### config.mk
export PLATFORM = sky130hd
export DESIGN_NAME = blank_inject_top
export DESIGN_NICKNAME = d
export VERILOG_FILES = /design/src/rtl/blank_pkg.sv /design/src/rtl/blank_rst_sync.sv /design/src/rtl/blank_mux.sv /design/src/rtl/blank_line_counter.sv /design/src/rtl/blank_mark_flag.sv /design/src/rtl/blank_inject_top.sv
export SDC_FILE = /design/constraint.sdc
export NUM_CORES = 1
export LEC_CHECK = 0
export CORE_MARGIN = 2
export CORE_UTILIZATION = 35
export DETAILED_ROUTE_END_ITERATION = 10
export DONT_BUFFER_PORTS = 1
export SYNTH_ARGS = -nofsm -noshare
export SYNTH_HDL_FRONTEND = slang
export SYNTH_SLANG_ARGS = --single-unit
### constraint.sdc
create_clock -name clk -period 5.05 [get_ports clk]
set_clock_uncertainty 0.05 [all_clocks]
set_input_delay 0.2525 -clock clk [delete_from_list [all_inputs] [get_ports clk]]
set_output_delay 0.2525 -clock clk [all_outputs]
set_load 0.02 [all_outputs]
### src/rtl/blank_pkg.sv
package blank_pkg;
  // Action applied to a position flag on the next edge.
  typedef enum logic [1:0] {
    FOP_HOLD = 2'd0,
    FOP_SET  = 2'd1,
    FOP_CLR  = 2'd2
  } flag_op_e;

  localparam int unsigned NUM_FLAGS = 2;
endpackage

### src/rtl/blank_rst_sync.sv
module blank_rst_sync (
  input  logic clk,
  input  logic arst_n,
  output logic rst_n
);
  logic [1:0] sync_q;

  always_ff @(posedge clk or negedge arst_n) begin
    if (!arst_n) sync_q <= 2'b00;
    else         sync_q <= {sync_q[0], 1'b1};
  end

  assign rst_n = sync_q[1];
endmodule

### src/rtl/blank_mux.sv
module blank_mux #(
  parameter int unsigned NCH = 4,
  parameter int unsigned DW  = 13
) (
  input  logic              clk,
  input  logic              rst_n,
  input  logic              blank_n,
  input  logic [NCH*DW-1:0] data_in,
  input  logic [NCH*DW-1:0] word_in,
  output logic [NCH*DW-1:0] data_out
);
  for (genvar ch = 0; ch < NCH; ch++) begin : g_ch
    logic [DW-1:0] out_d;
    logic [DW-1:0] out_q;

    always_comb begin
      if (!blank_n) out_d = word_in[ch*DW +: DW];
      else          out_d = data_in[ch*DW +: DW];
    end

    always_ff @(posedge clk or negedge rst_n) begin
      if (!rst_n) out_q <= '0;
      else        out_q <= out_d;
    end

    assign data_out[ch*DW +: DW] = out_q;
  end
endmodule

### src/rtl/blank_line_counter.sv
module blank_line_counter #(
  parameter int unsigned CW = 20
) (
  input  logic          clk,
  input  logic          rst_n,
  input  logic          clr,
  output logic [CW-1:0] cnt
);
  localparam logic [CW-1:0] CNT_MAX = '1;
  localparam logic [CW-1:0] CNT_ONE = CW'(1);

  logic [CW-1:0] cnt_q;
  logic [CW-1:0] cnt_d;
  logic          cnt_en;

  always_comb begin
    cnt_en = clr || (cnt_q != CNT_MAX);
    if (clr) cnt_d = '0;
    else     cnt_d = cnt_q + CNT_ONE;
  end

  always_ff @(posedge clk or negedge rst_n) begin
    if (!rst_n)      cnt_q <= '0;
    else if (cnt_en) cnt_q <= cnt_d;
  end

  assign cnt = cnt_q;
endmodule

### src/rtl/blank_mark_flag.sv
module blank_mark_flag
  import blank_pkg::*;
#(
  parameter int unsigned CW = 20
) (
  input  logic          clk,
  input  logic          rst_n,
  input  logic          load,
  input  logic          clr,
  input  logic [CW-1:0] mark_in,
  input  logic [CW-1:0] cnt,
  output logic          flag
);
  logic [CW-1:0] mark_q;
  logic          flag_q;
  logic          flag_d;
  flag_op_e      op;

  always_ff @(posedge clk or negedge rst_n) begin
    if (!rst_n)    mark_q <= '0;
    else if (load) mark_q <= mark_in;
  end

  always_comb begin
    if (clr)                op = FOP_CLR;
    else if (cnt == mark_q) op = FOP_SET;
    else                    op = FOP_HOLD;
    case (op)
      FOP_CLR: flag_d = 1'b0;
      FOP_SET: flag_d = 1'b1;
      default: flag_d = flag_q;
    endcase
  end

  always_ff @(posedge clk or negedge rst_n) begin
    if (!rst_n) flag_q <= 1'b0;
    else        flag_q <= flag_d;
  end

  assign flag = flag_q;
endmodule

### src/rtl/blank_inject_top.sv
module blank_inject_top
  import blank_pkg::*;
#(
  parameter int unsigned NCH = 4,
  parameter int unsigned DW  = 13,
  parameter int unsigned CW  = 20
) (
  input  logic              clk,
  input  logic              arst_n,
  input  logic              init_n,
  input  logic              blank_n,
  input  logic [NCH*DW-1:0] data_in,
  input  logic [NCH*DW-1:0] blank_word_in,
  input  logic [CW-1:0]     mark0_in,
  input  logic [CW-1:0]     mark1_in,
  output logic [NCH*DW-1:0] data_out,
  output logic [CW-1:0]     pos_cnt,
  output logic              flag0,
  output logic              flag1
);
  logic                 rst_n;
  logic                 init_q;
  logic                 clr_all;
  logic [CW-1:0]        mark_vec [NUM_FLAGS];
  logic [NUM_FLAGS-1:0] flg;

  blank_rst_sync u_rst (
    .clk    (clk),
    .arst_n (arst_n),
    .rst_n  (rst_n)
  );

  // Initialise takes effect one edge after it is sampled low.
  always_ff @(posedge clk or negedge rst_n) begin
    if (!rst_n) init_q <= 1'b0;
    else        init_q <= ~init_n;
  end

  assign clr_all = init_q | ~blank_n;

  blank_mux #(.NCH(NCH), .DW(DW)) u_mux (
    .clk      (clk),
    .rst_n    (rst_n),
    .blank_n  (blank_n),
    .data_in  (data_in),
    .word_in  (blank_word_in),
    .data_out (data_out)
  );

  blank_line_counter #(.CW(CW)) u_cnt (
    .clk   (clk),
    .rst_n (rst_n),
    .clr   (clr_all),
    .cnt   (pos_cnt)
  );

  assign mark_vec[0] = mark0_in;
  assign mark_vec[1] = mark1_in;

  for (genvar f = 0; f < NUM_FLAGS; f++) begin : g_flag
    blank_mark_flag #(.CW(CW)) u_flag (
      .clk     (clk),
      .rst_n   (rst_n),
      .load    (clr_all),
      .clr     (clr_all),
      .mark_in (mark_vec[f]),
      .cnt     (pos_cnt),
      .flag    (flg[f])
    );
  end

  assign flag0 = flg[0];
  assign flag1 = flg[1];
endmodule

==> results of run 1 <==
[cell families after synthesis]
logic type	count (synthesis)	synth area share, %
xor+xnor	40	6.72
mux	57	12.2
compound gates	38	5.01
fa+ha+maj	1	0.240
flops	117	56.1
other cells	1	0.0719
buf+inv	40	3.14
simple gates	192	16.5
[metrics by stage]
step                hold WS (ns)  setup WS (ns)  cells
floorplan                -0.0931           1.50    486
global placement         -0.0930           2.58    638
detailed placement       -0.0930           2.48    638
==> report_table.html, run 1 <==
<table>
<tr><th>Metric</th><th>Value</th></tr>
<tr><th colspan="2">Synthesis</th></tr>
<tr><td>Largest area contributor in the synthesized netlist</td><td>sky130_fd_sc_hd__dfrtp_1</td></tr>
<tr><td>Synth top cells by count</td><td>sky130_fd_sc_hd__nand2_1, sky130_fd_sc_hd__dfrtp_1, sky130_fd_sc_hd__mux2_2, sky130_fd_sc_hd__xor2_1, sky130_fd_sc_hd__clkbuf_1</td></tr>
<tr><td>Number of enable flip-flop cells after synthesis</td><td>0</td></tr>
<tr><td>Register area share after synthesis</td><td>56.1%</td></tr>
<tr><td>Cell Area, Synth</td><td>5220 um^2</td></tr>
<tr><td>Top flip-flop cell by instance count after synthesis</td><td>sky130_fd_sc_hd__dfrtp_1</td></tr>
<tr><td>Per-instance average area after synthesis</td><td>10.7 um^2</td></tr>
<tr><td>Number of warnings reported in the yosys synthesis log</td><td>0</td></tr>
<tr><td>Count of cell types in the netlist</td><td>38</td></tr>
<tr><td>Area share of the leading cell type in the synthesized netlist</td><td>56.1%</td></tr>
<tr><td>Dominant cell by count in the synthesized netlist</td><td>sky130_fd_sc_hd__nand2_1</td></tr>
<tr><td>Fraction of registers with async set or reset after synthesis</td><td>100%</td></tr>
<tr><td>Cell count after synthesis</td><td>486</td></tr>
<tr><td>Number of register bits inferred by synthesis</td><td>117</td></tr>
<tr><td>Synthesized Nets</td><td>635</td></tr>
<tr><td>Largest cells by area after synthesis</td><td>sky130_fd_sc_hd__dfrtp_1, sky130_fd_sc_hd__mux2_2, sky130_fd_sc_hd__nand2_1</td></tr>
<tr><th colspan="2">Clocking</th></tr>
<tr><td>TritonCTS sink count</td><td>117</td></tr>
<tr><td>Quantity of gates resized following cts</td><td>0</td></tr>
<tr><td>Maximum buffer depth of the clock tree</td><td>2</td></tr>
<tr><td>CTS Root Buffer Type</td><td>sky130_fd_sc_hd__clkbuf_16</td></tr>
<tr><td>Inserted Clock Buffers</td><td>17</td></tr>
<tr><td>Deepest level of the CTS H-tree</td><td>4</td></tr>
<tr><td>Number of buffers added for setup after CTS</td><td>0</td></tr>
<tr><td>Quantity of hold-fixing buffers added after cts</td><td>135</td></tr>
<tr><th colspan="2">Placed design</th></tr>
<tr><td>Half-perimeter wire length after detailed placement</td><td>10800 um</td></tr>
<tr><td>Number of buffer cells added on primary ports</td><td>0</td></tr>
<tr><td>Final GP Congestion</td><td>0.929</td></tr>
<tr><td>Dpl cell area</td><td>5340 um^2</td></tr>
<tr><th colspan="2">Floorplanning</th></tr>
<tr><td>Number of placement rows</td><td>44</td></tr>
<tr><td>Die X-Extent</td><td>126 um</td></tr>
<tr><td>Starting utilization of the core area</td><td>35.9%</td></tr>
<tr><td>Top Ports</td><td>222</td></tr>
<tr><td>DIE HEIGHT</td><td>126 um</td></tr>
<tr><th colspan="2">Status</th></tr>
<tr><td>First error</td><td>[ERROR RSZ-0060] Max buffer count reached.</td></tr>
<tr><td>Outcome</td><td>aborted with a tool error</td></tr>
<tr><td>Stage where the flow stopped</td><td>4_1_cts</td></tr>
</table>
==> inputs of run 2 (changes only) <==
- CORE_UTILIZATION: 35 -> 20
- PLACE_DENSITY_LB_ADDON: unset -> 0.15
==> run 2 against run 1 <==
  * Synthesized cell count stayed put
  * Area after synthesis stayed put
  * The run now ends clean
==> report_table.html, run 2 <==
<table>
<tr><th>Metric</th><th>Value</th></tr>
<tr><th colspan="2">Job</th></tr>
<tr><td>Max-cap viol count</td><td>0</td></tr>
<tr><th colspan="2">Power</th></tr>
<tr><td>VDD IR max</td><td>0.168 mV</td></tr>
<tr><td>Tot Pwr</td><td>2.52 mW</td></tr>
<tr><td>Reported leakage power</td><td>3.25 nW</td></tr>
<tr><td>Total power divided by cell area</td><td>332 nW/um^2</td></tr>
<tr><th colspan="2">Synthesis</th></tr>
<tr><td>Synth top cells by count</td><td>sky130_fd_sc_hd__nand2_1, sky130_fd_sc_hd__dfrtp_1, sky130_fd_sc_hd__mux2_2, sky130_fd_sc_hd__xor2_1, sky130_fd_sc_hd__clkbuf_1</td></tr>
<tr><td>Number of warnings reported in the yosys synthesis log</td><td>0 (unchanged)</td></tr>
<tr><td>Area share of the leading cell type in the synthesized netlist</td><td>56.1% (unchanged)</td></tr>
<tr><td>Cell Area, Synth</td><td>5220 um^2 (unchanged)</td></tr>
<tr><td>Number of register bits inferred by synthesis</td><td>117 (unchanged)</td></tr>
<tr><td>Dominant cell by count in the synthesized netlist</td><td>sky130_fd_sc_hd__nand2_1</td></tr>
<tr><td>Count of cell types in the netlist</td><td>38 (unchanged)</td></tr>
<tr><td>Register area share after synthesis</td><td>56.1% (unchanged)</td></tr>
<tr><td>Largest area contributor in the synthesized netlist</td><td>sky130_fd_sc_hd__dfrtp_1</td></tr>
<tr><td>Per-instance average area after synthesis</td><td>10.7 um^2 (unchanged)</td></tr>
<tr><td>Fraction of registers with async set or reset after synthesis</td><td>100% (unchanged)</td></tr>
<tr><td>Top flip-flop cell by instance count after synthesis</td><td>sky130_fd_sc_hd__dfrtp_1</td></tr>
<tr><td>Cell count after synthesis</td><td>486 (unchanged)</td></tr>
<tr><td>Number of enable flip-flop cells after synthesis</td><td>0 (unchanged)</td></tr>
<tr><td>Synthesized Nets</td><td>635 (unchanged)</td></tr>
<tr><td>Largest cells by area after synthesis</td><td>sky130_fd_sc_hd__dfrtp_1, sky130_fd_sc_hd__mux2_2, sky130_fd_sc_hd__nand2_1</td></tr>
<tr><th colspan="2">Cells and area</th></tr>
<tr><td>Area of the multi-input gates</td><td>2130 um^2</td></tr>
<tr><td>Synth-to-layout area growth</td><td>45.4%</td></tr>
<tr><td>Final Instance Area</td><td>7590 um^2</td></tr>
<tr><td>Final Util</td><td>29.4%</td></tr>
<tr><td>Flip-flop count of the largest register after layout</td><td>52</td></tr>
<tr><td>Filler cell count in the final layout</td><td>2669</td></tr>
<tr><td>Final layout net count</td><td>770</td></tr>
<tr><td>Most used cells in the layout excluding fill and tap cells</td><td>sky130_fd_sc_hd__dlygate4sd3_1, sky130_fd_sc_hd__nand2_1, sky130_fd_sc_hd__dfrtp_1</td></tr>
<tr><td>FF/Latch Area</td><td>2930 um^2</td></tr>
<tr><td>Final Instance Count excl. Fillers</td><td>969</td></tr>
<tr><td>Ratio of cells with drive above 1 in the final layout</td><td>15.3%</td></tr>
<tr><td>Leading cell type in the layout, fill and taps excluded</td><td>sky130_fd_sc_hd__dlygate4sd3_1</td></tr>
<tr><td>Antenna diode count</td><td>0</td></tr>
<tr><td>Register bank with the most flops</td><td>u_mux.g_ch.out_q</td></tr>
<tr><th colspan="2">Placed design</th></tr>
<tr><td>Cell count after placement</td><td>790 (+24%)</td></tr>
<tr><td>Dpl cell area</td><td>5540 um^2 (+3.7%)</td></tr>
<tr><td>Number of buffer cells added on primary ports</td><td>0 (unchanged)</td></tr>
<tr><td>Setup slack after placement</td><td>2.21 ns (-0.266 ns)</td></tr>
<tr><td>Half-perimeter wire length after detailed placement</td><td>11800 um (+9.7%)</td></tr>
<tr><td>Final GP Congestion</td><td>0.748 (-19%)</td></tr>
<tr><th colspan="2">Route</th></tr>
<tr><td>Number of detailed-route iterations in the first pass</td><td>4</td></tr>
<tr><td>Routed length per instance</td><td>18.2 um</td></tr>
<tr><td>Number of design-rule violations left by the first detailed-router iteration</td><td>241</td></tr>
<tr><td>Via count of the routed design</td><td>4129</td></tr>
<tr><td>Post-route DRC</td><td>0</td></tr>
<tr><td>Post-detailed-route via-to-cell ratio</td><td>4.26</td></tr>
<tr><td>Post-route ant nets</td><td>0</td></tr>
<tr><td>Detailed-route wire length</td><td>17600 um</td></tr>
<tr><th colspan="2">Clocking</th></tr>
<tr><td>Inserted Clock Buffers</td><td>17 (unchanged)</td></tr>
<tr><td>Clock slew at the register clock pins of the worst setup and hold paths</td><td>0.06 ns</td></tr>
<tr><td>Insertion delay of the later-clocked pin in the worst-skew pair</td><td>0.41 ns</td></tr>
<tr><td>Maximum buffer depth of the clock tree</td><td>2 (unchanged)</td></tr>
<tr><td>TritonCTS sink count</td><td>117 (unchanged)</td></tr>
<tr><td>TritonCTS clock tree</td><td>built</td></tr>
<tr><td>CTS Root Buffer Type</td><td>sky130_fd_sc_hd__clkbuf_16</td></tr>
<tr><td>Deepest level of the CTS H-tree</td><td>4 (unchanged)</td></tr>
<tr><th colspan="2">Floorplanning</th></tr>
<tr><td>Die X-Extent</td><td>165 um (+31%)</td></tr>
<tr><td>Die area</td><td>27400 um^2</td></tr>
<tr><td>Core footprint</td><td>25800 um^2</td></tr>
<tr><td>Top Ports</td><td>222 (unchanged)</td></tr>
<tr><td>Starting utilization of the core area</td><td>20.2% (-16 points)</td></tr>
<tr><td>DIE HEIGHT</td><td>165 um (+31%)</td></tr>
<tr><td>Number of placement rows</td><td>59 (+34%)</td></tr>
<tr><th colspan="2">Timing</th></tr>
<tr><td>Final critical path time including I/O delays and setup</td><td>2.86 ns</td></tr>
<tr><td>Final hold slack</td><td>0.303 ns</td></tr>
<tr><td>FMAX</td><td>350 MHz</td></tr>
<tr><td>RSZ-0062 raised after global routing</td><td>no</td></tr>
<tr><td>Number of hold violations in the final report</td><td>0</td></tr>
<tr><td>Total setup violations reported at the end of the flow</td><td>0</td></tr>
<tr><td>Worst slew pin tran</td><td>0.959 ns</td></tr>
<tr><td>Worst setup margin</td><td>2.19 ns</td></tr>
<tr><td>Sum of negative setup slack</td><td>0 ns</td></tr>
<tr><td>Slew headroom</td><td>35.6%</td></tr>
<tr><td>Fraction of the cycle the final worst path needs</td><td>56.6%</td></tr>
<tr><td>Slew Viols, Final</td><td>0</td></tr>
<tr><th colspan="2">Hold path</th></tr>
<tr><td>Path class of the lowest-slack min-delay path</td><td>flip-flop to flip-flop</td></tr>
<tr><th colspan="2">Setup path</th></tr>
<tr><td>Nature of the critical path endpoint</td><td>flip-flop</td></tr>
<tr><td>Slowest stage cell on the critical path</td><td>sky130_fd_sc_hd__nor4_2</td></tr>
<tr><td>Type of element launching the critical path</td><td>flip-flop</td></tr>
<tr><td>Cells traversed along the worst timing path</td><td>ha_1 -&gt; nand3_1 -&gt; nor4_2 -&gt; buf_4 -&gt; a31oi_1 -&gt; a211oi_1</td></tr>
<tr><td>Data required time of the worst path</td><td>5.31 ns</td></tr>
<tr><td>Delay contributed by the slowest stage of the critical path</td><td>0.92 ns</td></tr>
<tr><td>Largest fanout of any net on the critical path</td><td>9</td></tr>
<tr><td>Crit Path Category</td><td>flip-flop to flip-flop</td></tr>
<tr><td>Data arrival time at the worst-slack endpoint</td><td>3.12 ns</td></tr>
<tr><th colspan="2">GRT</th></tr>
<tr><td>Vias in the first global route</td><td>4473</td></tr>
<tr><td>GRT Util Overall</td><td>13.1%</td></tr>
<tr><td>Maximum number of pins on one net before global-route repair</td><td>65</td></tr>
<tr><td>Number of antenna violations at the first check in global routing</td><td>0</td></tr>
<tr><td>Wire length of the first global-routing pass</td><td>26200 um</td></tr>
<tr><td>Final global-route overflow total</td><td>0</td></tr>
<tr><th colspan="2">Status</th></tr>
<tr><td>Outcome</td><td>finished clean</td></tr>
</table>
==> run 2: power by group <==
part	switching (mW)	internal, mW	total [mW]	leakage (nW)
Sequential	0.0976	0.998	1.10	1.42
Combinational	0.0820	0.147	0.229	1.56
Clock	0.486	0.709	1.20	0.265
==> run 2: final cells by class <==
class	instances	area share [%]
flip-flops and latches	117	38.6
multi-input cells	329	28.1
repair buffers	152	19.9
clock buffers	19	5.97
well taps	335	5.53
clock inverters	13	1.63
inverters	4	0.198
==> run 2: cells by family after synthesis <==
| group | after synthesis | share of synthesized area (%) |
|---|---|---|
| xor+xnor | 40 | 6.72 |
| flops | 117 | 56.1 |
| simple gates | 192 | 16.5 |
| fa+ha+maj | 1 | 0.240 |
| other cells | 1 | 0.0719 |
| mux | 57 | 12.2 |
| compound gates | 38 | 5.01 |
| buf+inv | 40 | 3.14 |
==> run 2: final timing paths <==
check,startpoint,to,slack [ns],cells past startpoint
min in group asynchronous,u_rst.sync_q[1],g_flag[0].u_flag.mark_q[12],0.40,0
min reg2reg,u_rst.sync_q[0],u_rst.sync_q[1],0.30,0
max reg2reg,u_cnt.cnt[1],u_cnt.cnt[18],2.19,6
min,u_rst.sync_q[0],u_rst.sync_q[1],0.30,0
max in group asynchronous,u_rst.sync_q[1],u_mux.g_ch[2].out_q[8],3.36,1
max,u_cnt.cnt[1],u_cnt.cnt[18],2.19,6
==> run 2: routing by layer <==
layer  routed length, um  track usage [%]  vias up  share of wire (%)
li1                    -                -     1919                  -
met1                6990             14.9     2010                 40
met2                8920             22.7      185                 51
met3                1490             4.92       15                8.5
met4                 215             4.15        0                1.2
met5                   0                0        -                  0
==> run 2: critical path: cells and delay by family (launching register included) <==
family          cells  cell delay (ns)
simple gates        2             1.16
flops               1             0.63
compound gates      2             0.33
buf+inv             1             0.30
fa+ha+maj           1             0.27
==> run 2: what timing repair did <==
| action | 4_1_cts | 5_1_grt |
|---|---|---|
| hold endpoints to repair | 95 | 0 |
| hold buffers | 147 | 0 |
| gates resized for setup | 0 | 0 |
| setup buffers | 0 | 0 |
(Power assumes the default switching activity.)
==> inputs of run 3 (changes only) <==
- clock period: 5.05 -> 2.3 ns (I/O delays scaled with it)
==> run 3 against run 2 <==
  * Register-to-register slack got worse by 1.9 ns
  * Global-route usage increased by 0.37 points
  * Wire length increased by 3.3%
  * Non-clock buffer count increased by 30
  * Maximum frequency increased by 41%
  * Die area unchanged
  * First-iteration DRC count decreased by 41%
  * Largest cell class unchanged
  * Largest power group unchanged
==> report_table.html, run 3 (synthesis results as in run 2) <==
<table>
<tr><th>Metric</th><th>Value</th></tr>
<tr><th colspan="2">Status</th></tr>
<tr><td>Outcome</td><td>finished clean</td></tr>
<tr><th colspan="2">Power</th></tr>
<tr><td>Tot Pwr</td><td>5.91 mW (+130%)</td></tr>
<tr><td>Reported leakage power</td><td>3.47 nW (+6.7%)</td></tr>
<tr><td>Total power divided by cell area</td><td>747 nW/um^2 (+120%)</td></tr>
<tr><td>VDD IR max</td><td>0.367 mV (+120%)</td></tr>
<tr><th colspan="2">Setup path</th></tr>
<tr><td>Cells traversed along the worst timing path</td><td>buf_4 -&gt; nand4_1 -&gt; or4_1 -&gt; or2_2 -&gt; a211oi_1</td></tr>
<tr><td>Worst reg2reg endpoint</td><td>u_cnt.cnt[19]</td></tr>
<tr><td>Worst r2r src</td><td>u_cnt.cnt[0]</td></tr>
<tr><td>Depth of the worst register-to-register path</td><td>5 (-1)</td></tr>
<tr><td>Data required time of the worst path</td><td>2.56 ns (-2.75 ns)</td></tr>
<tr><td>Number of buffers and inverters on the critical path</td><td>1 (unchanged)</td></tr>
<tr><td>Nature of the critical path endpoint</td><td>flip-flop</td></tr>
<tr><td>Largest fanout of any net on the critical path</td><td>6 (-3)</td></tr>
<tr><td>Reg-to-reg slack, setup</td><td>0.27 ns (-1.92 ns)</td></tr>
<tr><td>Delay contributed by the slowest stage of the critical path</td><td>0.61 ns (-0.31 ns)</td></tr>
<tr><td>Type of element launching the critical path</td><td>flip-flop</td></tr>
<tr><td>Slowest stage cell on the critical path</td><td>sky130_fd_sc_hd__or4_1</td></tr>
<tr><td>Cell class contributing the biggest share of worst-path delay</td><td>simple AND/OR/NAND/NOR gates</td></tr>
<tr><td>Crit Path Category</td><td>flip-flop to flip-flop</td></tr>
<tr><td>Data arrival time at the worst-slack endpoint</td><td>2.28 ns (-0.84 ns)</td></tr>
<tr><th colspan="2">Clocking</th></tr>
<tr><td>Quantity of gates resized following cts</td><td>0 (unchanged)</td></tr>
<tr><td>TritonCTS sink count</td><td>117 (unchanged)</td></tr>
<tr><td>CTS Root Buffer Type</td><td>sky130_fd_sc_hd__clkbuf_16</td></tr>
<tr><td>Inserted Clock Buffers</td><td>17 (unchanged)</td></tr>
<tr><td>Maximum buffer depth of the clock tree</td><td>2 (unchanged)</td></tr>
<tr><td>Deepest level of the CTS H-tree</td><td>4 (unchanged)</td></tr>
<tr><td>TritonCTS clock tree</td><td>built</td></tr>
<tr><td>Number of buffers added for setup after CTS</td><td>0 (unchanged)</td></tr>
<tr><td>Insertion delay of the later-clocked pin in the worst-skew pair</td><td>0.41 ns (about the same)</td></tr>
<tr><td>Clock slew at the register clock pins of the worst setup and hold paths</td><td>0.06 ns (about the same)</td></tr>
<tr><th colspan="2">GRT</th></tr>
<tr><td>Maximum number of pins on one net before global-route repair</td><td>63 (-3.1%)</td></tr>
<tr><td>Final global-route overflow total</td><td>0 (unchanged)</td></tr>
<tr><td>Number of antenna violations at the first check in global routing</td><td>0 (unchanged)</td></tr>
<tr><td>Vias in the first global route</td><td>4637 (+3.7%)</td></tr>
<tr><td>GRT Util Overall</td><td>13.5% (+0.37 points)</td></tr>
<tr><td>Wire length of the first global-routing pass</td><td>27000 um (+3.1%)</td></tr>
<tr><th colspan="2">Route</th></tr>
<tr><td>Post-detailed-route via-to-cell ratio</td><td>4.16 (-2.3%)</td></tr>
<tr><td>Post-route ant nets</td><td>0 (unchanged)</td></tr>
<tr><td>Detailed-route wire length</td><td>18200 um (+3.3%)</td></tr>
<tr><td>Post-route DRC</td><td>0 (unchanged)</td></tr>
<tr><td>Number of detailed-route iterations in the first pass</td><td>4 (unchanged)</td></tr>
<tr><td>Via count of the routed design</td><td>4158 (+0.70%)</td></tr>
<tr><td>Number of design-rule violations left by the first detailed-router iteration</td><td>143 (-41%)</td></tr>
<tr><td>Routed length per instance</td><td>18.2 um (+0.21%)</td></tr>
<tr><th colspan="2">Timing</th></tr>
<tr><td>Worst slew pin tran</td><td>0.709 ns (-0.250 ns)</td></tr>
<tr><td>Final critical path time including I/O delays and setup</td><td>2.03 ns (-0.833 ns)</td></tr>
<tr><td>Final hold slack</td><td>0.0524 ns (-0.250 ns)</td></tr>
<tr><td>FMAX</td><td>493 MHz (+41%)</td></tr>
<tr><td>Slew Viols, Final</td><td>0 (unchanged)</td></tr>
<tr><td>RSZ-0062 raised after global routing</td><td>no</td></tr>
<tr><td>Fraction of the cycle the final worst path needs</td><td>88.1% (+31 points)</td></tr>
<tr><td>Total setup violations reported at the end of the flow</td><td>0 (unchanged)</td></tr>
<tr><td>Number of hold violations in the final report</td><td>0 (unchanged)</td></tr>
<tr><td>Slew headroom</td><td>51.5% (+16 points)</td></tr>
<tr><td>Sum of negative setup slack</td><td>0 ns (unchanged)</td></tr>
<tr><th colspan="2">Hold path</th></tr>
<tr><td>Worst Min Path Start</td><td>blank_n</td></tr>
<tr><td>Path class of the lowest-slack min-delay path</td><td>primary input to flip-flop</td></tr>
<tr><td>Depth of the worst hold-timing path</td><td>3 (+3)</td></tr>
<tr><td>Hold worst-path end</td><td>g_flag[1].u_flag.mark_q[3]</td></tr>
<tr><th colspan="2">Cells and area</th></tr>
<tr><td>Antenna diode count</td><td>0 (unchanged)</td></tr>
<tr><td>Flip-flop count of the largest register after layout</td><td>52 (unchanged)</td></tr>
<tr><td>Ratio of cells with drive above 1 in the final layout</td><td>19.0% (+3.7 points)</td></tr>
<tr><td>Synth-to-layout area growth</td><td>51.8%</td></tr>
<tr><td>Final layout net count</td><td>800 (+3.9%)</td></tr>
<tr><td>Final Instance Count excl. Fillers</td><td>999 (+3.1%)</td></tr>
<tr><td>Register bank with the most flops</td><td>u_mux.g_ch.out_q</td></tr>
<tr><td>Leading cell type in the layout, fill and taps excluded</td><td>sky130_fd_sc_hd__dlygate4sd3_1</td></tr>
<tr><td>Most used cells in the layout excluding fill and tap cells</td><td>sky130_fd_sc_hd__dlygate4sd3_1, sky130_fd_sc_hd__nand2_1, sky130_fd_sc_hd__dfrtp_1</td></tr>
<tr><th colspan="2">Job</th></tr>
<tr><td>Max-cap viol count</td><td>0 (unchanged)</td></tr>
<tr><th colspan="2">Floorplanning</th></tr>
<tr><td>Top Ports</td><td>222 (unchanged)</td></tr>
<tr><td>Core footprint</td><td>25800 um^2 (unchanged)</td></tr>
<tr><td>DIE HEIGHT</td><td>165 um (unchanged)</td></tr>
<tr><td>Number of placement rows</td><td>59 (unchanged)</td></tr>
<tr><td>Starting utilization of the core area</td><td>20.2% (unchanged)</td></tr>
<tr><td>Die X-Extent</td><td>165 um (unchanged)</td></tr>
<tr><td>Die area</td><td>27400 um^2 (unchanged)</td></tr>
<tr><th colspan="2">Placed design</th></tr>
<tr><td>Final GP Congestion</td><td>0.822 (+9.9%)</td></tr>
<tr><td>Number of buffer cells added on primary ports</td><td>0 (unchanged)</td></tr>
<tr><td>Half-perimeter wire length after detailed placement</td><td>13000 um (+9.9%)</td></tr>
<tr><td>Cell count after placement</td><td>820 (+3.8%)</td></tr>
</table>
[run 3: how the worst max path moves through the flow]
stage | start | endpoint | slack, ns | cells past startpoint
floorplan | u_cnt.cnt[1] | u_cnt.cnt[18] | 0.13 | 6
global placement | u_cnt.cnt[3] | u_cnt.cnt[13] | 0.30 | 4
detailed placement | u_cnt.cnt[3] | u_cnt.cnt[19] | 0.27 | 4
CTS | u_cnt.cnt[3] | u_cnt.cnt[19] | 0.26 | 4
global route | u_cnt.cnt[3] | u_cnt.cnt[19] | 0.12 | 4
finish | u_cnt.cnt[0] | u_cnt.cnt[19] | 0.27 | 5
[run 3: metrics by stage]
stage | utilization (%) | instance area (um^2) | setup slack (ns)
6_report | 30.6 | 7920 | 0.274
4_1_cts | 30.6 | 7920 | 0.259
3_3_place_gp | 22.4 | 5790 | 0.303
3_5_place_dp | 22.4 | 5790 | 0.274
5_1_grt | 30.6 | 7920 | 0.123
2_1_floorplan | - | 5220 | 0.127
[run 3: cell type report]
| type | instances | area, um^2 |
|---|---|---|
| tap | 335 | 419 |
| timing repair buffer | 182 | 1760 |
| multi-input combinational | 329 | 2130 |
| clock inverter | 12 | 201 |
| clock buffer | 20 | 457 |
| sequential | 117 | 2930 |
| inverter | 4 | 15.0 |
| fill | 2675 | 17900 |
[run 3: worst min-delay path, stage by stage]
cell,delay [ns]
sky130_fd_sc_hd__nor2b_4,0.20
sky130_fd_sc_hd__nand2_1,0.10
sky130_fd_sc_hd__nand2_1,0.04
[run 3: what timing repair did]
item / CTS / global route
hold buffers: 147 / 0
endpoints found under the hold margin: 95 / 0
setup endpoints to repair: 0 / 0
[run 3: report_power, final]
group | internal, mW | total, mW | switching (mW)
registers | 2.19 | 2.39 | 0.196
logic | 0.336 | 0.539 | 0.203
clock network | 1.98 | 2.99 | 1.00
total | 4.51 | 5.91 | 1.40
[run 3: per-layer routing]
layer / routed length, um / up-vias / share of wire, % / GRT usage, %
li1: - / 1974 / - / -
met1: 7150 / 2001 / 39 / 15.0
met2: 9560 / 175 / 53 / 24.3
met3: 1390 / 8 / 7.6 / 4.75
met4: 105 / 0 / 0.58 / 3.45
met5: 0 / - / 0 / 0
